$ cat src/rtl/rg_pkg.sv
package rg_pkg;

    typedef enum logic [1:0] {
        RG_LOW    = 2'd0,
        RG_GAP_UP = 2'd1,
        RG_HIGH   = 2'd2,
        RG_GAP_DN = 2'd3
    } rg_state_e;

endpackage

$ cat src/rtl/rg_sync.sv
module rg_sync #(
    parameter int STAGES = 2
) (
    input  logic clk,
    input  logic rst_n,
    input  logic din,
    output logic dout
);
    typedef struct packed {
        logic [STAGES-1:0] sh;
    } sync_t;

    sync_t s_d, s_q;

    always_comb begin
        s_d = s_q;
        s_d.sh = {s_q.sh[STAGES-2:0], din};
    end

    always_ff @(posedge clk or negedge rst_n) begin
        if (!rst_n) s_q <= '0;
        else        s_q <= s_d;
    end

    assign dout = s_q.sh[STAGES-1];

    // a rising output traces back to the input STAGES edges earlier
    p_sync_depth_r5: assert property (@(posedge clk) disable iff (!rst_n)
        $rose(dout) |-> $past(din, STAGES));
endmodule

$ cat src/rtl/rg_seq.sv
module rg_seq
    import rg_pkg::*;
(
    input  logic clk,
    input  logic rst_n,
    input  logic any_full,
    input  logic drained,
    output logic hi_en,
    output logic lo_en,
    output logic in_high
);
    typedef struct packed {
        rg_state_e st;
    } seq_t;

    seq_t r_d, r_q;

    always_comb begin
        r_d = r_q;
        unique case (r_q.st)
            RG_LOW:    if (any_full) r_d.st = RG_GAP_UP;
            RG_GAP_UP: r_d.st = RG_HIGH;
            RG_HIGH:   if (drained) r_d.st = RG_GAP_DN;
            RG_GAP_DN: r_d.st = RG_LOW;
            default:   r_d.st = RG_LOW;
        endcase
    end

    always_ff @(posedge clk or negedge rst_n) begin
        if (!rst_n) r_q.st <= RG_LOW;
        else        r_q    <= r_d;
    end

    assign hi_en   = (r_q.st == RG_HIGH);
    assign lo_en   = (r_q.st == RG_LOW);
    assign in_high = hi_en;

    p_rails_excl_r3: assert property (@(posedge clk) disable iff (!rst_n)
        !(hi_en && lo_en));
    p_gap_up_r3: assert property (@(posedge clk) disable iff (!rst_n)
        $rose(hi_en) |-> $past(!lo_en));
    p_gap_dn_r3: assert property (@(posedge clk) disable iff (!rst_n)
        $rose(lo_en) |-> $past(!hi_en));
    p_leave_low_r1: assert property (@(posedge clk) disable iff (!rst_n)
        (lo_en && any_full) |=> !lo_en && !hi_en);
endmodule

$ cat src/rtl/rg_arbiter.sv
module rg_arbiter (
    input  logic clk,
    input  logic rst_n,
    input  logic in_high,
    input  logic ok,
    input  logic rd_req,
    input  logic core_full,
    input  logic wb_full,
    input  logic core_empty,
    input  logic wb_empty,
    output logic core_grant,
    output logic wb_grant,
    output logic drained
);
    typedef struct packed {
        logic core_pend;
        logic wb_pend;
    } arb_t;

    arb_t a_d, a_q;
    logic release_ok;
    logic core_active;

    assign release_ok  = in_high && ok;
    assign core_active = a_q.core_pend && !rd_req;
    assign core_grant  = release_ok && core_active;
    assign wb_grant    = release_ok && a_q.wb_pend && !core_active;
    assign drained     = !a_q.core_pend && !a_q.wb_pend && !core_full && !wb_full;

    always_comb begin
        a_d = a_q;
        a_d.core_pend = (a_q.core_pend || core_full) && !(core_grant && core_empty);
        a_d.wb_pend   = (a_q.wb_pend || wb_full) && !(wb_grant && wb_empty);
    end

    always_ff @(posedge clk or negedge rst_n) begin
        if (!rst_n) a_q <= '0;
        else        a_q <= a_d;
    end

    p_one_grant_r7: assert property (@(posedge clk) disable iff (!rst_n)
        !(core_grant && wb_grant));
    p_rd_halts_r6: assert property (@(posedge clk) disable iff (!rst_n)
        rd_req |-> !core_grant);
    p_pend_hold_r8: assert property (@(posedge clk) disable iff (!rst_n)
        (a_q.core_pend && !(core_grant && core_empty)) |=> a_q.core_pend);
endmodule

$ cat src/rtl/rail_governor.sv
module rail_governor #(
    parameter int SYNC_STAGES = 2
) (
    input  logic clk,
    input  logic rst_n,
    input  logic core_full,
    input  logic wb_full,
    input  logic core_empty,
    input  logic wb_empty,
    input  logic rd_req,
    input  logic rail_ok,
    output logic rail_hi_en,
    output logic rail_lo_en,
    output logic core_grant,
    output logic wb_grant
);
    logic ok_sync;
    logic in_high;
    logic drained;

    rg_sync #(.STAGES(SYNC_STAGES)) u_sync (
        .clk  (clk),
        .rst_n(rst_n),
        .din  (rail_ok),
        .dout (ok_sync)
    );

    rg_seq u_seq (
        .clk     (clk),
        .rst_n   (rst_n),
        .any_full(core_full || wb_full),
        .drained (drained),
        .hi_en   (rail_hi_en),
        .lo_en   (rail_lo_en),
        .in_high (in_high)
    );

    rg_arbiter u_arb (
        .clk       (clk),
        .rst_n     (rst_n),
        .in_high   (in_high),
        .ok        (ok_sync),
        .rd_req    (rd_req),
        .core_full (core_full),
        .wb_full   (wb_full),
        .core_empty(core_empty),
        .wb_empty  (wb_empty),
        .core_grant(core_grant),
        .wb_grant  (wb_grant),
        .drained   (drained)
    );

    p_grant_on_high_r4: assert property (@(posedge clk) disable iff (!rst_n)
        (core_grant || wb_grant) |-> (rail_hi_en && !rail_lo_en && ok_sync));
endmodule

$ cat config.mk
export PLATFORM = sky130hd
export DESIGN_NAME = rail_governor
export DESIGN_NICKNAME = d
export VERILOG_FILES = /design/src/rtl/rg_pkg.sv /design/src/rtl/rg_sync.sv /design/src/rtl/rg_seq.sv /design/src/rtl/rg_arbiter.sv /design/src/rtl/rail_governor.sv
export SDC_FILE = /design/constraint.sdc
export NUM_CORES = 1
export LEC_CHECK = 0
export ABC_AREA = 1
export BUFFER_PORTS_ARGS = -buffer_cell sky130_fd_sc_hd__buf_2
export CORE_AREA = 2 2 39 41
export CTS_CLUSTER_SIZE = 8
export DETAILED_ROUTE_END_ITERATION = 6
export DIE_AREA = 0 0 41 43
export SETUP_SLACK_MARGIN = 0.05
export SLEW_MARGIN = 20
export SYNTH_ARGS = -nofsm -noshare
export SYNTH_HDL_FRONTEND = slang
export SYNTH_HIERARCHICAL = 1
export SYNTH_SLANG_ARGS = --single-unit
$ cat constraint.sdc
create_clock -name clk -period 1 [get_ports clk]
set_input_delay 0.2 -clock clk [delete_from_list [all_inputs] [get_ports clk]]
set_output_delay 0.2 -clock clk [all_outputs]
set_load 0.005 [all_outputs]
==> summary.txt <==
Placed Instance Area -> 447 sq um
Crit path time final -> 1.27 ns
CP Capture Type -> output pin
Crit start category -> flip-flop
Kind of critical path -> reg2out
Clk slew on worst S/H paths -> 0.04 ns
PD cells -> 2240 nW/um^2
Seq cells post-synth -> 6
Design Area, Final -> 497 sq um
Least-Margin Pin Slew -> 0.155 ns
Total Wirelength -> 537 microns
Row Count -> 14
Int Power -> 0.709 mW
Vias/cell -> 3.77
Vias in the first global route -> 233
Die Wd -> 41 microns
Sequential share of power -> 0.316
Inst Count DP -> 73
Top cell type's share of synthesized area -> 0.440
Worst r2r dst -> u_seq/r_q[1]
Syn_nets -> 55
HP Start -> rail_ok
Final Max Slew Viols -> 0
Share of cells above drive strength 1 -> 0.403
Number of clock sinks -> 6
HP Class -> in2reg
Hold Crit Depth -> 1
DP HPWL -> 473 microns
Cell variety after synth -> 10
Port Buffers -> 11
Relative slew slack -> 0.896
First-pass GRT wire length -> 807 microns
GPL Wtd Cong -> 0.646
N_diodes -> 0
Largest net degree at the start of global routing -> 7
DRC Markers -> 0
Initial DRT Pass Iterations -> 1
Later-pin clock latency in the skew report -> 0.23 ns
NumNets Final -> 74
Top_reg_cell synth -> dfrtp_1
Longest Clk Path Bufs -> 2
Worst min-delay path endpoint -> u_sync/s_q[0]
Net Sw Power -> 0.402 mW
Outcome -> finished, violations left
Sw frac -> 0.362
Grt ovf -> 0
Initial Util -> 0.247
DR WL/cell -> 6.88 microns
Die area -> 1760 sq um
IO Count -> 12
First DRT Iteration DRCs -> 0
Peak supply drop -> 0.647 mV
Sequential fraction of the synthesis area -> 0.440
Worst EP required -> 0.80 ns
Fillers -> 151
Mapped Cells -> 45
Worst reg2reg startpoint -> u_seq/r_q[1]
Total CTS buffers -> 3
Slowest stage delay, CP -> 0.37 ns
DP Worst Slack -> -0.0742 ns
Comb pwr share -> 0.496
H-tree depth -> 1
Die Span Y -> 43 microns
RSZ-0062 raised after global routing -> yes
GRT Overall Usage -> 0.0729
Post-synthesis area per instance -> 7.59 sq um
Root Buffer Master -> clkbuf_4
Final hold vios -> 0
Clock share of power -> 0.187
Most common cell in the netlist -> inv_1
Post-synth EDFFs -> 0
Worst R2R Setup Slack -> -0.07 ns
Cell Chain, Critical Path -> inv_2, ha_4, nand2_4, nor2_4, buf_2
Achievable frequency -> 0.786 GHz
DR vias -> 294
Post-DRT Antenna Nets -> 0
R2R depth -> 6
Fin worst setup slack -> -0.272 ns
Crit Path Max Fanout -> 3
Top cells by area, synth -> dfrtp_1 (44%), inv_1 (13%), nand2_1 (11%)
Non-filler instance count after layout -> 78
Skew final -> 0.00116 ns
Failing checks -> negative setup slack
CTS tree -> built
Synthesized area -> 342 sq um
Worst Path Arrival -> 1.07 ns
# setup viols final -> 7
Slowest CP cell -> dfrtp_1
Synthesis Warnings -> 6
Yosys top cell by area -> dfrtp_1
Initial antenna violation count -> 0
Area grow syn2layout -> 45.4%
Lkg Pwr -> 0.287 nW
Core area -> 1380 sq um
Top cells by count, synth -> inv_1 (12), nand2_1 (10), dfrtp_1 (6)
Max Cap Viol -> 0
Tcrit/Tclk final -> 1.27
Post-synth ARST share -> 1.00
cell usage in the layout, fill, tap and decap left out:
| cell | count |
|---|---|
| inv_1 | 11 |
| buf_2 | 11 |
| nand2_1 | 10 |
| dfrtp_1 | 6 |
| clkbuf_4 | 3 |
| nor2_1 | 3 |
| nand2_4 | 3 |
| nand3_1 | 3 |
| buf_4 | 3 |
| or2_1 | 2 |
| nand2_2 | 2 |
| dlygate4sd3_1 | 1 |
| nor2_4 | 1 |
| inv_2 | 1 |
| ha_1 | 1 |
| ha_4 | 1 |
flip-flops by register name, summed over array words and instances, names as in the netlist:
name	flops
u_seq/r_q	2
u_sync/s_q	2
u_arb/a_q	2
cell families (layout without fill, tap and decap cells):
| group | count (synthesis) | after routing | share of synthesized area |
|---|---|---|---|
| buffers and inverters | 13 | 30 | 0.154 |
| adder cells (fa/ha/maj) | 2 | 2 | 0.0732 |
| flip-flops | 6 | 6 | 0.440 |
| AND/OR/NAND/NOR | 24 | 24 | 0.333 |
how the worst max path moves through the flow:
| stage | slack, ns | to | startpoint |
|---|---|---|---|
| floorplan | -0.06 | u_arb/a_q[0] | u_seq/r_q[0] |
| global route | -0.36 | core_grant | u_seq/r_q[0] |
| global placement | -0.07 | u_seq/r_q[1] | u_arb/a_q[1] |
| CTS | -0.29 | core_grant | u_seq/r_q[0] |
| detailed placement | -0.07 | u_seq/r_q[1] | u_arb/a_q[1] |
| finish | -0.27 | core_grant | u_seq/r_q[0] |
critical path: cells and delay by family (launching register included):
kind,cells,cell delay [ns]
buf+inv,2,0.19
flops,1,0.37
fa+ha+maj,1,0.14
simple gates,2,0.14
stage by stage:
step	setup TNS, ns	hold slack [ns]	util	power (mW)
after floorplan	-0.241	-0.0956	-	0.768
after global placement	-0.318	0.0268	0.323	0.861
after detailed placement	-0.332	0.0273	0.323	0.870
after CTS	-1.22	0.0608	0.355	1.13
after global routing	-1.68	0.0588	0.359	1.23
final	-1.11	0.0713	0.359	1.11
power groups by stage:
stage,Sequential (mW),Clock [mW],Combinational (mW)
after floorplan,0.352,0,0.416
after global placement,0.355,0,0.506
after detailed placement,0.356,0,0.514
after CTS,0.352,0.222,0.560
after global routing,0.360,0.244,0.629
final,0.351,0.208,0.551
layer usage:
metal,wire [microns],GRT usage
met1,239,0.0825
met2,260,0.0906
met3,36,0.0314
met4,0,0.0800
met5,0,0
layout make-up:
type | instances | area [sq um] | area share
well taps | 16 | 20.0 | 0.0403
repair buffers | 15 | 87.6 | 0.176
clock buffers | 3 | 22.5 | 0.0453
inverters | 12 | 45.0 | 0.0907
flip-flops and latches | 6 | 150 | 0.302
multi-input cells | 26 | 171 | 0.345
timing repair:
item                                   CTS  global route
hold buffers                             1             0
endpoints found under the hold margin    6             0
resized for setup                        1             1
buffers inserted                         1             0
pin swaps                                3             1
setup endpoints to repair                8             8
No activity file was read; power rests on OpenSTA's default activity.
